**src/rtl/bh_pkg.sv**
```systemverilog
package bh_pkg;
  typedef enum logic [2:0] {
    O_IDLE, O_CYCLE, O_GRANT, O_HELD_G, O_HELD
  } own_state_e;

  typedef enum logic [1:0] {
    R_IDLE, R_REQ, R_CLAIM, R_OWN
  } req_state_e;
endpackage

```
**src/rtl/bh_owner.sv**
```systemverilog
module bh_owner
  import bh_pkg::*;
(
  input  logic clk_i,
  input  logic rst_ni,
  input  logic go_i,
  input  logic dack_n_i,
  input  logic br_n_i,
  input  logic back_n_i,
  output logic bg_n_o,
  output logic as_n_o,
  output logic oe_o
);
  own_state_e state_q, state_d;

  always_comb begin
    state_d = state_q;
    unique case (state_q)
      O_IDLE:   if (!br_n_i) state_d = O_GRANT;       // request beats a new cycle
                else if (go_i) state_d = O_CYCLE;
      O_CYCLE:  if (!dack_n_i) state_d = O_IDLE;
      O_GRANT:  if (!back_n_i) state_d = O_HELD_G;
                else if (br_n_i) state_d = O_IDLE;    // withdrawn request
      O_HELD_G: if (br_n_i) state_d = O_HELD;
      O_HELD:   if (back_n_i) state_d = O_IDLE;
      default:  state_d = O_IDLE;
    endcase
  end

  always_ff @(posedge clk_i or negedge rst_ni)
    if (!rst_ni) state_q <= O_IDLE;
    else         state_q <= state_d;

  assign bg_n_o = !(state_q == O_GRANT || state_q == O_HELD_G);
  assign as_n_o = !(state_q == O_CYCLE);
  assign oe_o   = !(state_q == O_HELD_G || state_q == O_HELD);

  AST_GRANT_AT_BOUNDARY: assert property (@(posedge clk_i) disable iff (!rst_ni)
    $fell(bg_n_o) |-> $past(as_n_o));
  AST_FLOAT_WHEN_CLAIMED: assert property (@(posedge clk_i) disable iff (!rst_ni)
    (!bg_n_o && !back_n_i) |=> !oe_o);
  AST_GRANT_DROP: assert property (@(posedge clk_i) disable iff (!rst_ni)
    $rose(bg_n_o) |-> $past(br_n_i));
  AST_RESUME_AFTER_ACK: assert property (@(posedge clk_i) disable iff (!rst_ni)
    $rose(oe_o) |-> $past(back_n_i));
  AST_STROBE_HOLD: assert property (@(posedge clk_i) disable iff (!rst_ni)
    (!as_n_o && dack_n_i) |=> !as_n_o);
endmodule

```
**src/rtl/bh_requester.sv**
```systemverilog
module bh_requester
  import bh_pkg::*;
(
  input  logic clk_i,
  input  logic rst_ni,
  input  logic pend_i,
  input  logic bg_n_i,
  input  logic as_n_i,
  input  logic dack_n_i,
  input  logic bus_back_n_i,
  output logic br_n_o,
  output logic back_n_o
);
  req_state_e state_q, state_d;
  logic bus_free;

  assign bus_free = !bg_n_i && as_n_i && dack_n_i && bus_back_n_i;

  always_comb begin
    state_d = state_q;
    unique case (state_q)
      R_IDLE:  if (pend_i) state_d = R_REQ;
      R_REQ:   if (!pend_i) state_d = R_IDLE;
               else if (bus_free) state_d = R_CLAIM;
      R_CLAIM: state_d = R_OWN;
      R_OWN:   if (!pend_i) state_d = R_IDLE;
      default: state_d = R_IDLE;
    endcase
  end

  always_ff @(posedge clk_i or negedge rst_ni)
    if (!rst_ni) state_q <= R_IDLE;
    else         state_q <= state_d;

  assign br_n_o   = !(state_q == R_REQ || state_q == R_CLAIM);
  assign back_n_o = !(state_q == R_CLAIM || state_q == R_OWN);

  AST_CLAIM_COND: assert property (@(posedge clk_i) disable iff (!rst_ni)
    $fell(back_n_o) |-> $past(!bg_n_i && as_n_i && dack_n_i && bus_back_n_i));
  AST_REQ_RELEASE: assert property (@(posedge clk_i) disable iff (!rst_ni)
    $rose(br_n_o) |-> ($past(!back_n_o) || $past(!pend_i)));
  AST_HOLD_WHILE_PEND: assert property (@(posedge clk_i) disable iff (!rst_ni)
    (!back_n_o && pend_i) |=> !back_n_o);
endmodule

```
**src/rtl/bus_handoff.sv**
```systemverilog
module bus_handoff (
  input  logic clk_i,
  input  logic rst_ni,
  input  logic own_go_i,
  input  logic dack_n_i,
  input  logic xfer_pend_i,
  input  logic ext_back_n_i,
  output logic br_n_o,
  output logic bg_n_o,
  output logic bgack_n_o,
  output logic as_n_o,
  output logic own_oe_o
);
  logic req_back_n, own_as_n, own_oe;

  assign bgack_n_o = req_back_n & ext_back_n_i;  // wired-AND
  assign as_n_o    = own_oe ? own_as_n : 1'b1;   // pulled up when floated
  assign own_oe_o  = own_oe;

  bh_owner u_owner (
    .clk_i    (clk_i),
    .rst_ni   (rst_ni),
    .go_i     (own_go_i),
    .dack_n_i (dack_n_i),
    .br_n_i   (br_n_o),
    .back_n_i (bgack_n_o),
    .bg_n_o   (bg_n_o),
    .as_n_o   (own_as_n),
    .oe_o     (own_oe)
  );

  bh_requester u_req (
    .clk_i        (clk_i),
    .rst_ni       (rst_ni),
    .pend_i       (xfer_pend_i),
    .bg_n_i       (bg_n_o),
    .as_n_i       (as_n_o),
    .dack_n_i     (dack_n_i),
    .bus_back_n_i (bgack_n_o),
    .br_n_o       (br_n_o),
    .back_n_o     (req_back_n)
  );
endmodule

```
**config.mk**
```make
export PLATFORM = sky130hd
export DESIGN_NAME = bus_handoff
export DESIGN_NICKNAME = d
export VERILOG_FILES = /design/src/rtl/bh_pkg.sv /design/src/rtl/bh_owner.sv /design/src/rtl/bh_requester.sv /design/src/rtl/bus_handoff.sv
export SDC_FILE = /design/constraint.sdc
export NUM_CORES = 1
export LEC_CHECK = 0
export ABC_AREA = 0
export BUFFER_PORTS_ARGS = -buffer_cell sky130_fd_sc_hd__buf_2
export CAP_MARGIN = 30
export CORE_AREA = 2 2 39 41
export CTS_CLUSTER_SIZE = 24
export DETAILED_ROUTE_END_ITERATION = 12
export DIE_AREA = 0 0 41 43
export PLACE_DENSITY = 0.59
export SLEW_MARGIN = 20
export SYNTH_ARGS = -nofsm -noshare
export SYNTH_HDL_FRONTEND = slang
export SYNTH_SLANG_ARGS = --single-unit
export TNS_END_PERCENT = 30
```
**constraint.sdc**
```tcl
create_clock -name clk_i -period 1.6 [get_ports clk_i]
set_clock_uncertainty 0.05 [all_clocks]
set_input_delay 0.24 -clock clk_i [delete_from_list [all_inputs] [get_ports clk_i]]
set_output_delay 0.24 -clock clk_i [all_outputs]
set_load 0.02 [all_outputs]
```
==> results_dict.tcl <==
set metrics [dict create \
    crit_path_max_fanout 4 \
    seq_area_frac_synth_pct 29.15 \
    core_area_um2 1384 \
    crit_buf_inv 2 \
    drv_cap 0 \
    drt_wl_total_um 1114 \
    critPathTopFamily "flip-flops" \
    cts_num_sinks 5 \
    leakage_nw 0.3207 \
    end_kind "output pin" \
    cts_tree "done" \
    design_area_um2 719.4 \
    wl_per_cell_um 11.25 \
    drc 0 \
    routabilityCongestion 0.7118 \
    synthCells 53 \
    violations "setup timing" \
    grt_pass1_vias 473 \
    clock_latency_ns 0.24 \
    detail_route.iter0.violations 7 \
    finish.utilization_pct 51.99 \
    worst-endpoint-required_ns 1.31 \
    reg2reg_setup_slack_ns -0.05 \
    grt_antenna_before_repair 0 \
    multi_input_area_um2 342.8 \
    num_vias 478 \
    ys_types 21 \
    synth_seq_cells 5 \
    p_total_mw 1.188 \
    drive_gt1_share_pct 53.01 \
    p_per_area_nw_per_um2 1651 \
    ys.warnings.count 0 \
    row_count 14 \
    power_switching_mw 0.5362 \
    min_period_ns 1.672 \
    root_buffer "clkbuf_4" \
    clockBufferDepth 2 \
    seq_area_um2 130.1 \
    htreeDepth 1 \
    maxSlewViolCount 0 \
    grt_pass1_wl_um 1773 \
    area_delta_synth_final_pct 67.64 \
    arrival_ns 1.38 \
    stdcell_count 99 \
    numPortBuffers 10 \
    max_freq_ghz 0.5981 \
    setup_viol 3 \
    postSynthAreaPerCell_um2 8.097 \
    boundaryPins 11 \
    hold_viol_final 0 \
    viasPerCell 4.828 \
    fin_nets 95 \
    final.setup.tns_ns -0.1403 \
    numCtsBuffers 3 \
    synth_nets 64 \
    diodes 0 \
    drtPass1Iterations 4 \
    worstMarginPinSlew_ns 0.2627 \
    drtAntennaViolNets 0 \
    worst_slack_ns -0.07201 \
    cts.clk_slew.worst_paths_ns 0.05 \
    fin_crit_sh_pct 104.5 \
    grt_start_max_net_pins 9 \
    slowest_stage "dfrtp_2" \
    rsz0062_at_grt "true" \
    worstSetupStartpointType "flop" \
    initial_core_util_pct 31.01 \
    dp_hpwl_um 834.7 \
    internal_power_mw 0.6519 \
    die_area_um2 1763 \
    peakVddDrop_mv 0.6568 \
    synth_area_um2 429.2 \
    hp-class "in2reg" \
    crit_chain "ha_4, nor3b_4, buf_4, buf_6" \
    placed_area_um2 609.3 \
    grt_usage_pct 14.88 \
    critPathKind "reg2out" \
    p_sw_share_pct 45.13 \
    grt_remaining_overflow 0 \
    place_inst 91 \
    dieWidth_um 41 \
    status "finished with violations" \
    slowest_delay_ns 0.45 \
    die_h_um 43 \
    pwr-share-seq_pct 22.7 \
    slew_headroom_pct 82.45 \
    power_frac_clock_pct 12.4 \
    nFillCells 135 \
    comb_power_share_pct 64.9 \
]
## tightest hold or removal path, stage by stage
cell and delay (ns):
buf_2 0.11, a21oi_1 0.07, a21oi_1 0.11
## metal layers
metal  vias to the layer above  routed length, µm  global-route usage, %
met3                         0                 58                  4.712
met5                         -                  0                      0
met4                         0                  0                  2.000
li1                        246                  -                      -
met2                        17                613                  29.06
met1                       215                441                  13.86
## layout make-up
class                           count  share of cell area, %
Clock buffer                        4                  3.652
Timing Repair Buffer               26                  24.87
Tap cell                           16                  2.783
Multi-Input combinational cell     43                  47.65
Sequential cell                     5                  18.09
Inverter                            5                  2.957
## final timing paths
| path | startpoint | to | cells after the start |
|---|---|---|---|
| setup / recovery | flop | bgack_n_o | 4 |
| hold / removal | xfer_pend_i | flop | 3 |
| setup reg to reg | flop | u_req.state_q[0] | 5 |
| hold reg to reg | u_owner.state_q[2] | u_owner.state_q[1] | 2 |
| max in group asynchronous | rst_ni | u_req.state_q[0] | 2 |
| min in group asynchronous | rst_ni | u_owner.state_q[0] | 2 |
## power by group through the flow
stage / logic, mW / clock network (mW) / registers, mW
final: 0.771 / 0.148 / 0.270
after global routing: 0.860 / 0.159 / 0.278
after CTS: 0.728 / 0.152 / 0.251
after detailed placement: 0.658 / 0 / 0.241
after global placement: 0.659 / 0 / 0.247
after floorplan: 0.408 / 0 / 0.242
## cell families after synthesis
group	after synthesis	synth area share (%)
buffers and inverters	5	4.374
flip-flops	5	29.15
AND/OR/NAND/NOR	21	29.15
adder cells (fa/ha/maj)	5	14.58
AO/OA/AOI/OAI	17	22.74
## layout by cell type (no fill, tap or decap)
| cell | netlist | final |
|---|---|---|
| or3_1 | 2 | 2 |
| nor3b_4 | 1 | 1 |
| nor3b_2 | 0 | 1 |
| nand2_1 | 4 | 4 |
| and2b_1 | 1 | 1 |
| nand3_2 | 1 | 1 |
| a2111oi_2 | 0 | 1 |
| o32ai_1 | 1 | 1 |
| inv_4 | 0 | 1 |
| buf_2 | 0 | 9 |
| nor2_2 | 0 | 2 |
| a21oi_1 | 7 | 6 |
| o31ai_1 | 1 | 1 |
| o21ai_1 | 0 | 2 |
| nor3_1 | 1 | 1 |
| dlygate4sd3_1 | 0 | 1 |
| a21oi_2 | 0 | 1 |
| clkbuf_1 | 0 | 1 |
| dfrtp_2 | 0 | 4 |
| and2b_2 | 1 | 1 |
| nand2b_1 | 1 | 1 |
| nand3_1 | 1 | 1 |
| inv_1 | 5 | 4 |
| dfrtp_1 | 5 | 1 |
| buf_6 | 0 | 1 |
| buf_4 | 0 | 15 |
| o21ai_0 | 6 | 4 |
| ha_4 | 0 | 3 |
| clkbuf_4 | 0 | 3 |
| a21boi_0 | 1 | 1 |
| nor2_1 | 6 | 4 |
| nor2b_1 | 1 | 1 |
| ha_1 | 5 | 2 |
## cell usage after synthesis
cell type	count	area [µm²]
a2111oi_0	1	8.760
a21boi_0	1	7.510
a21oi_1	7	35.03
and2b_1	1	7.510
and2b_2	1	8.760
dfrtp_1	5	125.1
ha_1	5	62.56
inv_1	5	18.77
nand2_1	4	15.01
nand2b_1	1	6.260
nand3_1	1	5.000
nand3_2	1	10.01
nor2_1	6	22.52
nor2b_1	1	6.260
nor3_1	1	5.000
nor3b_1	1	7.510
nor3b_4	1	18.77
o21ai_0	6	30.03
o31ai_1	1	7.510
o32ai_1	1	8.760
or3_1	2	12.51
## metrics by stage
| stage | setup WS (ns) | hold slack [ns] |
|---|---|---|
| finish | -0.07201 | 0.2814 |
| global route | -0.1471 | 0.3031 |
| CTS | -0.09261 | 0.2850 |
| detailed placement | -0.1256 | 0.008958 |
| global placement | -0.1500 | 0.008811 |
| floorplan | -0.2272 | -0.1056 |
## repair_timing
action                                 in CTS  in global routing
resized for setup                           9                  7
setup endpoints to repair                   4                  8
endpoints found under the hold margin       5                  0
buffers inserted                            2                  1
hold buffers                                1                  0
pin swaps                                   3                  2
Note: power is estimated with default switching activity, not from simulation.
